--- config.mk ---
export PLATFORM = sky130hd
export DESIGN_NAME = tick_timer_bank
export DESIGN_NICKNAME = d
export VERILOG_FILES = /design/src/rtl/tmr_pkg.sv /design/src/rtl/tmr_prescale.sv /design/src/rtl/tmr_channel.sv /design/src/rtl/tick_timer_bank.sv
export SDC_FILE = /design/constraint.sdc
export NUM_CORES = 1
export LEC_CHECK = 0
export BUFFER_PORTS_ARGS = -buffer_cell sky130_fd_sc_hd__buf_2
export CAP_MARGIN = 20
export CORE_MARGIN = 1
export CORE_UTILIZATION = 57
export DETAILED_ROUTE_END_ITERATION = 7
export GPL_ROUTABILITY_DRIVEN = 0
export PLACE_DENSITY_LB_ADDON = 0.1
export RECOVER_POWER = 25
export SLEW_MARGIN = 10
export SYNTH_ARGS = -nofsm -noshare
export SYNTH_HDL_FRONTEND = slang
export SYNTH_SLANG_ARGS = --single-unit
--- constraint.sdc ---
create_clock -name clk -period 4.2 [get_ports clk]
set_clock_uncertainty 0.05 [all_clocks]
set_input_delay 0.21 -clock clk [delete_from_list [all_inputs] [get_ports clk]]
set_output_delay 0.21 -clock clk [all_outputs]
set_load 0.01 [all_outputs]
--- src/rtl/tmr_pkg.sv ---
package tmr_pkg;
  localparam int DW        = 32;
  localparam int CW        = 16;
  localparam int START_OFS = 4;
  localparam int CH_BASE   = 8;
  localparam int CH_STRIDE = 12;
  localparam int FLAG_BIT  = 8;
  localparam int IE_BIT    = 5;
  localparam int DIV_W     = 10;

  typedef enum logic [1:0] {
    SZ_BYTE = 2'd0,
    SZ_HALF = 2'd1,
    SZ_WORD = 2'd2
  } bus_size_e;

  // log2 of the divisor for a prescaler code; reserved codes act as code 0
  function automatic logic [3:0] div_log2(input logic [2:0] code);
    case (code)
      3'd1:    div_log2 = 4'd4;
      3'd2:    div_log2 = 4'd6;
      3'd3:    div_log2 = 4'd8;
      3'd4:    div_log2 = 4'd10;
      default: div_log2 = 4'd2;
    endcase
  endfunction
endpackage

--- src/rtl/tmr_prescale.sv ---
module tmr_prescale
  import tmr_pkg::*;
(
  input  logic       clk,
  input  logic       rst,
  input  logic       run,
  input  logic [2:0] code,
  output logic       tick
);
  logic [DIV_W-1:0] phase_q;
  logic [DIV_W-1:0] limit;

  // 1 << 10 wraps to 0 in DIV_W bits, so the subtraction yields 1023
  assign limit = (DIV_W'(1) << div_log2(code)) - DIV_W'(1);
  assign tick  = run && (phase_q >= limit);

  always_ff @(posedge clk) begin
    if (rst || !run)  phase_q <= '0;
    else if (tick)    phase_q <= '0;
    else              phase_q <= phase_q + DIV_W'(1);
  end

  // r4: a stopped divider sits at zero
  a_r4_div_cleared: assert property (@(posedge clk) disable iff (rst)
    !run |=> (phase_q == '0));
endmodule

--- src/rtl/tmr_channel.sv ---
module tmr_channel
  import tmr_pkg::*;
(
  input  logic          clk,
  input  logic          rst,
  input  logic          run,
  input  logic          rld_we,
  input  logic          cnt_we,
  input  logic          ctl_we,
  input  logic [DW-1:0] wdata,
  output logic [DW-1:0] rld_q,
  output logic [DW-1:0] cnt_q,
  output logic [CW-1:0] ctl_rd,
  output logic          irq
);
  logic       tick;
  logic [2:0] code_q;
  logic       ie_q;
  logic       flag_q;
  logic       wrap;

  tmr_prescale i_presc (
    .clk  (clk),
    .rst  (rst),
    .run  (run),
    .code (code_q),
    .tick (tick)
  );

  assign wrap = tick && (cnt_q == '0) && !cnt_we;

  always_ff @(posedge clk) begin
    if (rst) begin
      rld_q  <= '1;
      cnt_q  <= '1;
      code_q <= '0;
      ie_q   <= 1'b0;
      flag_q <= 1'b0;
    end else begin
      if (rld_we) rld_q <= wdata;
      if (cnt_we)     cnt_q <= wdata;
      else if (wrap)  cnt_q <= rld_q;
      else if (tick)  cnt_q <= cnt_q - DW'(1);
      if (ctl_we) begin
        code_q <= wdata[2:0];
        ie_q   <= wdata[IE_BIT];
      end
      flag_q <= wrap || (flag_q && !(ctl_we && !wdata[FLAG_BIT]));
    end
  end

  always_comb begin
    ctl_rd           = '0;
    ctl_rd[2:0]      = code_q;
    ctl_rd[IE_BIT]   = ie_q;
    ctl_rd[FLAG_BIT] = flag_q;
  end

  assign irq = flag_q && ie_q;

  // r4: no run, no write -> counter holds
  a_r4_stopped_hold: assert property (@(posedge clk) disable iff (rst)
    (!run && !cnt_we) |=> $stable(cnt_q));
  // r7: only a control write can drop the flag
  a_r7_flag_sticky: assert property (@(posedge clk) disable iff (rst)
    (flag_q && !ctl_we) |=> flag_q);
  // r5: a new flag follows a step taken at zero
  a_r5_flag_from_zero: assert property (@(posedge clk) disable iff (rst)
    (!flag_q && !cnt_we && cnt_q != '0) |=> !flag_q);
  // r5: a nonzero counter moves down by at most one per edge
  a_r5_step_by_one: assert property (@(posedge clk) disable iff (rst)
    (!cnt_we && cnt_q != '0) |=>
      (cnt_q == $past(cnt_q) || cnt_q == $past(cnt_q) - DW'(1)));
endmodule

--- src/rtl/tick_timer_bank.sv ---
module tick_timer_bank
  import tmr_pkg::*;
#(
  parameter int NCH    = 3,
  parameter int ADDR_W = 6
) (
  input  logic              clk,
  input  logic              rst,
  input  logic              bus_sel,
  input  logic              bus_we,
  input  logic [1:0]        bus_size,
  input  logic [ADDR_W-1:0] bus_addr,
  input  logic [DW-1:0]     bus_wdata,
  output logic [DW-1:0]     bus_rdata,
  output logic [NCH-1:0]    irq
);
  localparam logic [ADDR_W-1:0] START_A = ADDR_W'(START_OFS);

  initial begin
    a_r3_nch_range: assert (NCH == 2 || NCH == 3)
      else $error("channel count must be 2 or 3");
  end

  logic                     wr_en, rd_en;
  logic [NCH-1:0]           run_q;
  logic [NCH-1:0][DW-1:0]   rld_v, cnt_v;
  logic [NCH-1:0][CW-1:0]   ctl_v;
  logic [DW-1:0]            rd_mux;

  assign wr_en = bus_sel && bus_we;
  assign rd_en = bus_sel && !bus_we;

  always_ff @(posedge clk) begin
    if (rst) run_q <= '0;
    else if (wr_en && bus_size == SZ_BYTE && bus_addr == START_A)
      run_q <= bus_wdata[NCH-1:0];
  end

  for (genvar n = 0; n < NCH; n++) begin : g_ch
    localparam logic [ADDR_W-1:0] RLD_A = ADDR_W'(CH_BASE + CH_STRIDE * n);
    localparam logic [ADDR_W-1:0] CNT_A = ADDR_W'(CH_BASE + CH_STRIDE * n + 4);
    localparam logic [ADDR_W-1:0] CTL_A = ADDR_W'(CH_BASE + CH_STRIDE * n + 8);

    tmr_channel i_ch (
      .clk    (clk),
      .rst    (rst),
      .run    (run_q[n]),
      .rld_we (wr_en && bus_size == SZ_WORD && bus_addr == RLD_A),
      .cnt_we (wr_en && bus_size == SZ_WORD && bus_addr == CNT_A),
      .ctl_we (wr_en && bus_size == SZ_HALF && bus_addr == CTL_A),
      .wdata  (bus_wdata),
      .rld_q  (rld_v[n]),
      .cnt_q  (cnt_v[n]),
      .ctl_rd (ctl_v[n]),
      .irq    (irq[n])
    );
  end

  always_comb begin
    rd_mux = '0;
    if (bus_addr == START_A) rd_mux = DW'(run_q);
    for (int n = 0; n < NCH; n++) begin
      if (bus_addr == ADDR_W'(CH_BASE + CH_STRIDE * n))     rd_mux = rld_v[n];
      if (bus_addr == ADDR_W'(CH_BASE + CH_STRIDE * n + 4)) rd_mux = cnt_v[n];
      if (bus_addr == ADDR_W'(CH_BASE + CH_STRIDE * n + 8)) rd_mux = DW'(ctl_v[n]);
    end
  end

  always_ff @(posedge clk) begin
    if (rst)        bus_rdata <= '0;
    else if (rd_en) bus_rdata <= rd_mux;
  end

  // r2: read data only changes in the cycle after a read request
  a_r2_rdata_hold: assert property (@(posedge clk) disable iff (rst)
    !rd_en |=> $stable(bus_rdata));
  // r3: a write that does not hit the start byte leaves all run bits alone
  a_r3_run_hold: assert property (@(posedge clk) disable iff (rst)
    !(wr_en && bus_addr == START_A) |=> $stable(run_q));
endmodule

==> impl_metrics.yaml <==
synth:
  synthesis.area_um2: 15000
  synth_edf_count: 0
  synthCells: 1939
  synth.distinct_cells: 82
  dominantRegCellSynth: "dfxtp_1"
  syn_avg_cell_area_um2: 7.734
  synth_warnings: 0
  ys_seq_area_frac: 0.3631
  syn-num-nets: 2016
  ys_seq_elements: 272
  synth-async-reset-ratio: 0
route:
  avgRoutedWirePerCell_um: 22.15
  route.detailed.drc: 3
  via_per_inst: 6.688
  dr_total_vias: 15620
  drt-initial-drc-count: 1886
  final_antenna_net_count: 0
  drtPass1Iterations: 8
  drt-total-wl_um: 51750
die:
  dieArea_um2: 26960
  core_um2: 25910
  die_w_um: 164.2
  rows: 59
  fp.dieH_um: 164.2
  io_pins: 79
  start_util: 0.5788
setup_path:
  arrival_ns: 3.92
  cp.required_ns: 4.60
  start_kind: "flop"
  endpoint_kind: "flop"
  cp_max_fo: 22
  criticalPathCategory: "reg -> reg"
outcome:
  status: "finished, violations left"
  violations: "design-rule violations, max-capacitance violations, max-slew violations"
clocking:
  cts-resized-gates: 0
  clock-root-buffer: "clkbuf_16"
  path_clk_slew_ns: 0.06
  clockBufferDepth: 3
  numCtsBuffers: 30
  insertion_delay_ns: 0.57
  cts_max_level: 1
  cts.sinks: 272
  tritoncts: "built"
placed_design:
  dp.cells: 2249
  port_buffers: 78
  placed_cell_area_um2: 15610
  place_hpwl_um: 35170
sta:
  setup_tns_ns: 0
  post-route-period-util: 0.8396
  grt_setup_unrepaired: "no"
  hold_viol: 0
  max_freq_mhz: 283.6
  maxSlewViolCount: 67
  slew_headroom: -0.2711
  setup_violations: 0
  tightest_slew_ns: 1.907
  hold_ws_ns: 0.01145
  layout_min_cycle_time_ns: 3.526
power:
  vdd_drop_max_mv: 0.4019
  cellPowerDensity_nw_per_um2: 342.1
  p_leak_nw: 6.309
  total_power_w: 0.005789
cells_and_area:
  stdcell_area_um2: 16920
  final_layout_size_suffix_gt1_frac: 0.08846
  regArea_um2: 5445
  fin_cells: 2336
  syn2layout_area_growth_pct: 12.83
  nNetsFinal: 2054
  fillerInstances: 2291
  antenna_cells: 0
  multi_input_area_um2: 8925
grt:
  track_usage: 0.3816
  grt_max_degree: 128
  antenna_found_initial: 0
  grt_first_pass_wirelength_um: 80180
  grt_pass1_vias: 14160
  gr-total-overflow: 0
flow_run:
  cap_violations: 2
hold_path:
  hp-class: "in -> reg"
## placed cells by master, fill, tap and decap left out, types with 7 or more instances in the layout
cell	synthesis	layout
clkbuf_16	0	31
nor4_1	23	23
a21oi_1	106	106
dfxtp_1	272	272
ha_1	33	33
and3_1	11	11
or3_1	18	18
buf_2	10	42
a31oi_1	31	31
o22ai_1	10	10
clkinv_2	0	7
xnor2_1	33	33
buf_4	3	38
o31ai_1	16	15
a221oi_1	60	60
nor3_1	55	53
nor2_2	0	8
o211ai_1	34	34
clkbuf_1	123	44
dlygate4sd3_1	0	31
or4_1	21	21
nand4_1	14	14
inv_1	21	21
mux2i_1	20	20
nand3_1	123	123
xor2_1	33	33
nand2_1	312	312
a211oi_1	45	44
a22o_1	27	27
nor2_1	210	202
nand2b_1	10	10
nand3b_1	48	48
o21ai_0	87	87
## cells by family after synthesis
family / Yosys count / synth area share
and+or+nand+nor: 897 / 0.2887
AOI/OAI and AO/OA: 480 / 0.2187
DFF: 272 / 0.3631
buffers and inverters: 166 / 0.04572
xor gates and xnor gates: 66 / 0.03855
adders and majority gates: 34 / 0.02820
muxes: 24 / 0.01710
## layout make-up
class,count,share of cell area
timing repair buffer,150,0.05864
multi-input combinational,1501,0.5274
clock buffer,42,0.05065
inverter,22,0.004880
clock inverter,14,0.01183
sequential,272,0.3218
tap,335,0.02477
## Yosys cell counts (34+ instances only)
cell type	number	share of area
a211oi_1	45	0.023
a21oi_1	106	0.035
a221oi_1	60	0.035
clkbuf_1	123	0.031
dfxtp_1	272	0.36
nand2_1	312	0.078
nand3_1	123	0.041
nand3b_1	48	0.024
nor2_1	210	0.053
nor3_1	55	0.018
o211ai_1	34	0.017
o21ai_0	87	0.029
## final timing paths
kind                                        startpoint                    end  slack [ns]  cells past startpoint
worst max-delay path            g_ch[2].i_ch.code_q[0]  g_ch[2].i_ch.cnt_q[0]        0.67                     12
worst min-delay path                      bus_wdata[5]  g_ch[0].i_ch.rld_q[5]        0.01                      3
worst max register to register  g_ch[2].i_ch.code_q[0]  g_ch[2].i_ch.cnt_q[0]        0.67                     12
worst min register to register            bus_rdata[0]           bus_rdata[0]        0.41                      2
## what timing repair did
action	CTS	global route
hold endpoints to repair	145	0
hold buffers	31	0
buffers inserted	0	0
## power breakdown
part	total, W	internal, W	switching [W]	leakage (nW)
Sequential	0.00262	0.00260	0.0000188	2.20
Clock	0.00285	0.00172	0.00112	0.517
Combinational	0.000321	0.000108	0.000213	3.59
Total	0.00579	0.00443	0.00135	6.31
## metal layers
metal / up-vias / share of wire / track usage
met4: 0 / 0.071 / 0.2378
met3: 201 / 0.094 / 0.05278
met1: 7322 / 0.39 / 0.4947
li1: 7169 / - / -
met2: 931 / 0.44 / 0.5982
met5: - / 0 / 0
## critical path: stages, from the launching register on
cell      delay [ns]
dfxtp_1         0.33
nor2_1          0.38
a22oi_1         0.21
ha_1            0.32
o21a_1          0.18
o21ai_0         0.17
nor3_1          0.07
buf_4           0.18
o31ai_4         0.79
buf_4           0.32
o21ai_0         0.09
a221oi_1        0.23
o21ai_0         0.10
## registers in the layout, indices dropped and copies added (netlist names)
register / count
run_q: 3
g_ch.i_ch.i_presc.phase_q: 30
bus_rdata: 32
g_ch.i_ch.code_q: 9
g_ch.i_ch.ie_q: 3
g_ch.i_ch.rld_q: 96
g_ch.i_ch.flag_q: 3
g_ch.i_ch.cnt_q: 96
## metrics by stage
step / util / setup slack [ns]
4_1_cts: 0.6552 / 0.7396
3_5_place_dp: 0.6024 / 0.7749
6_report: 0.6530 / 0.6735
2_1_floorplan: - / 1.149
5_1_grt: 0.6530 / 0.4263
3_3_place_gp: 0.6014 / 0.7973
(Power assumes the default switching activity.)
